File: config.mk
export PLATFORM = sky130hd
export DESIGN_NAME = memload_crc
export DESIGN_NICKNAME = d
export VERILOG_FILES = /design/src/rtl/memload_crc.sv
export SDC_FILE = /design/constraint.sdc
export NUM_CORES = 1
export LEC_CHECK = 0
export BUFFER_PORTS_ARGS = -buffer_cell sky130_fd_sc_hd__buf_2
export CORE_MARGIN = 8
export CORE_UTILIZATION = 32
export CTS_CLUSTER_SIZE = 28
export DETAILED_ROUTE_END_ITERATION = 8
export PLACE_DENSITY = 0.62
export RECOVER_POWER = 25
export SYNTH_ARGS = -nofsm -noshare
export SYNTH_HDL_FRONTEND = slang
export SYNTH_SLANG_ARGS = --single-unit
File: constraint.sdc
create_clock -name clk_i -period 7.8 [get_ports clk_i]
set_clock_uncertainty 0.15 [all_clocks]
set_input_delay 0.78 -clock clk_i [delete_from_list [all_inputs] [get_ports clk_i]]
set_output_delay 0.78 -clock clk_i [all_outputs]
set_load 0.01 [all_outputs]
File: src/rtl/memload_crc.sv
module memload_crc #(
  parameter int          ADDR_W = 14,
  parameter logic [31:0] POLY   = 32'hEDB88320
) (
  input  logic              clk_i,
  input  logic              rst_ni,
  input  logic              wr_valid_i,
  input  logic              wr_imem_i,
  input  logic [ADDR_W-1:0] wr_addr_i,
  input  logic [3:0]        wr_be_i,
  input  logic [31:0]       wr_data_i,
  input  logic              csum_we_i,
  input  logic [31:0]       csum_wdata_i,
  output logic [31:0]       csum_o
);
  localparam int IDX_W = 15;
  localparam int REC_W = 1 + IDX_W + 32;

  logic [31:0]      crc_q, crc_next;
  logic [IDX_W-1:0] word_idx;
  logic [REC_W-1:0] record;
  logic             counts;

  function automatic logic [31:0] fold(input logic [31:0] c, input logic [REC_W-1:0] r);
    logic [31:0] s;
    s = c;
    for (int i = 0; i < REC_W; i++)
      s = (s[0] ^ r[i]) ? ((s >> 1) ^ POLY) : (s >> 1);
    return s;
  endfunction

  assign word_idx = IDX_W'(wr_addr_i[ADDR_W-1:2]);
  assign record   = {wr_imem_i, word_idx, wr_data_i};
  assign counts   = wr_valid_i && (&wr_be_i) && (wr_addr_i[1:0] == 2'b00);
  assign crc_next = fold(crc_q, record);

  always_ff @(posedge clk_i or negedge rst_ni) begin
    if (!rst_ni)        crc_q <= '1;
    else if (csum_we_i) crc_q <= ~csum_wdata_i;
    else if (counts)    crc_q <= crc_next;
  end

  assign csum_o = ~crc_q;

  assert_reset_zero_R1: assert property (@(posedge clk_i)
    !rst_ni |=> csum_o == 32'h0);

  assert_host_wins_R9: assert property (@(posedge clk_i) disable iff (!rst_ni)
    csum_we_i |=> csum_o == $past(csum_wdata_i));

  assert_partial_ignored_R6: assert property (@(posedge clk_i) disable iff (!rst_ni)
    (wr_valid_i && !csum_we_i && wr_be_i != 4'hF) |=> $stable(csum_o));

  assert_unaligned_ignored_R7: assert property (@(posedge clk_i) disable iff (!rst_ni)
    (wr_valid_i && !csum_we_i && wr_addr_i[1:0] != 2'b00) |=> $stable(csum_o));

  assert_idle_hold_R11: assert property (@(posedge clk_i) disable iff (!rst_ni)
    (!wr_valid_i && !csum_we_i) |=> $stable(csum_o));
endmodule

==> results.yml <==
synthesis:
  synth.largest_area_cell: "xnor2_1"
  synthCells: 574
  synth-seq-cells: 32
  synth_edf_count: 0
  ys.flop_type: "dfstp_2"
  ys_types: 28
  synthArstFlopShare_pct: 100.0
  avgSynthCellArea_sq_um: 11.84
  yosysTopAreaCellShare_pct: 26.55
  synthTopCellsByArea: "xnor2_1 (27%), xnor3_1 (25%), dfstp_2 (12%)"
  syn_area_sq_um: 6797
  ys.warnings.count: 0
  synth_seq_area_share_pct: 12.37
  synthesis.nets: 661
job:
  cap_violations: 1
setup_path:
  path_class: "in -> reg"
  crit_path_start_kind: "input pin"
  worstPathMaxFanout: 8
  arrival_ns: 6.58
  reg2reg_from: "crc_q[2]$_DFFE_PN1P_"
  crit_start: "wr_data_i[2]"
  cp.required_ns: 7.83
  critPathCaptureType: "register"
clock_tree:
  clkTransAtPathRegs_ns: 0.06
  cts_resized: 0
  cts_sinks: 32
  post_cts_buffers: 0
  clockBufferDepth: 2
  holdBufCountCts: 0
  numCtsBuffers: 5
  cts.htree.levels: 2
  insertion_delay_ns: 0.28
  cts_tree: "built"
  root_buffer: "clkbuf_16"
global_routing:
  grt_pass1_wl_microns: 30840
  grt_use_total_pct: 15.60
  first_global_vias: 4830
  grt_overflow: 0
  grt_start_max_net_pins: 38
  antenna_found_initial: 0
drt:
  vias: 4490
  viasPerCell: 4.643
  wl_microns: 20710
  drc: 0
  first_iter_violations: 295
  dr.pass1.iters: 5
  ant_nets: 0
  wire_per_inst_microns: 21.42
timing:
  finalSetupTns_ns: 0
  setup_violations: 0
  maxSlewHeadroom_pct: -21.33
  fin_crit_ns: 6.548
  worst_pin_slew_ns: 1.820
  hold_violations: 0
  rsz0062_at_grt: "false"
  fin_crit_sh_pct: 83.95
  slew_violations: 33
  timing.fmax_mhz: 152.7
cells_and_area:
  layout-drive-gt1-share_pct: 30.78
  fillCellCount: 2097
  top_register: "crc_q"
  antenna_cells: 0
  stdcell_count: 967
  syn2layout_area_growth_pct: 16.29
  largest_reg_flops: 32
  nets: 778
  top_regs: "crc_q (32)"
placement:
  placed_cells: 959
  io_buffers: 118
  gp_congestion: 0.8668
  dp_hpwl_microns: 17430
floorplan:
  io_pins: 119
  dieWidth_microns: 161.7
  die_y_microns: 161.7
  die_area_sq_um: 26160
  core_sq_um: 20960
  rows: 53
  start_util_pct: 32.43
outcome:
  outcome: "finished, violations left"
  violations: "capacitance limit, slew limit"
worst_hold_path:
  worstHoldStart: "crc_q[7]$_DFFE_PN1P_"
  min_path_type: "reg -> reg"
final cells by class:
cell class                 count  area (sq um)  share of cell area (%)
multi-input combinational    497          5793                   73.29
clock buffer                   7         152.6                   1.931
timing repair buffer         122         619.3                   7.836
clock inverter                 1         30.03                  0.3799
inverter                      33         123.9                   1.567
tap                          275         344.1                   4.353
sequential                    32         840.8                   10.64
Yosys cell counts (all sizes together) (3+ instances only):
library cell / instances
xnor2: 237
xnor3: 83
xor2: 62
o21ai: 34
dfstp: 32
inv: 32
a21oi: 31
nand2: 15
xor3: 13
clkbuf: 12
mux2i: 6
nor2: 3
logic make-up (layout without fill, tap and decap cells):
kind of cell / count (synthesis) / after routing / share of synthesized area (%)
and+or+nand+nor: 23 / 23 / 1.454
xor gates and xnor gates: 395 / 395 / 77.10
buffers and inverters: 45 / 163 / 2.485
AOI/OAI and AO/OA: 73 / 73 / 5.707
muxes: 6 / 6 / 0.8837
DFF: 32 / 32 / 12.37
final timing paths:
check | end | slack, ns | depth (start not counted)
min | crc_q[7]$_DFFE_PN1P_ | 0.46 | 3
min in group asynchronous | crc_q[28]$_DFFE_PN1P_ | 1.49 | 1
max reg2reg | crc_q[19]$_DFFE_PN1P_ | 1.44 | 13
min reg2reg | crc_q[7]$_DFFE_PN1P_ | 0.46 | 3
max | crc_q[19]$_DFFE_PN1P_ | 1.25 | 14
max in group asynchronous | crc_q[6]$_DFFE_PN1P_ | 5.97 | 1
placed cells by master, fill, tap and decap left out, types with 4 or more instances in the layout:
cell and n:
xnor2_1 206, xnor3_1 74, xor3_1 10, xor2_2 8, inv_1 32, mux2i_1 6
a21oi_1 31, buf_2 117, xnor3_2 9, nand2_1 15, xnor2_2 19, o21ai_0 32
dfstp_2 32, xor2_1 54, buf_4 4, xnor2_4 12, clkbuf_16 5
critical path, stage by stage:
cell	delay [ns]
buf_2	0.13
xnor2_4	0.41
xnor3_1	0.47
xor2_1	0.44
xnor3_2	0.58
xor2_1	0.68
xnor3_1	0.54
xor2_1	0.42
xnor3_2	0.56
xnor2_2	0.40
xnor3_2	0.55
xnor3_1	0.38
o21ai_1	0.12
o21ai_0	0.10
routing by layer:
layer | wire length (microns) | GRT usage (%)
met5 | 0 | 0
met4 | 248 | 2.778
met3 | 1155 | 1.898
met2 | 9574 | 25.00
met1 | 9730 | 22.36
stage by stage:
step,hold slack [ns],worst slack [ns],util (%),cell area (sq um)
2_1_floorplan,0.4031,2.303,-,6797
3_3_place_gp,0.4369,1.030,36.85,7722
3_5_place_dp,0.4544,0.9701,36.85,7722
4_1_cts,0.4622,1.237,37.72,7905
5_1_grt,0.4783,0.9713,37.72,7904
6_report,0.4623,1.252,37.72,7904
Power is not shown: default switching activity piles up to over one toggle a cycle in this logic, so the estimate is an artifact.
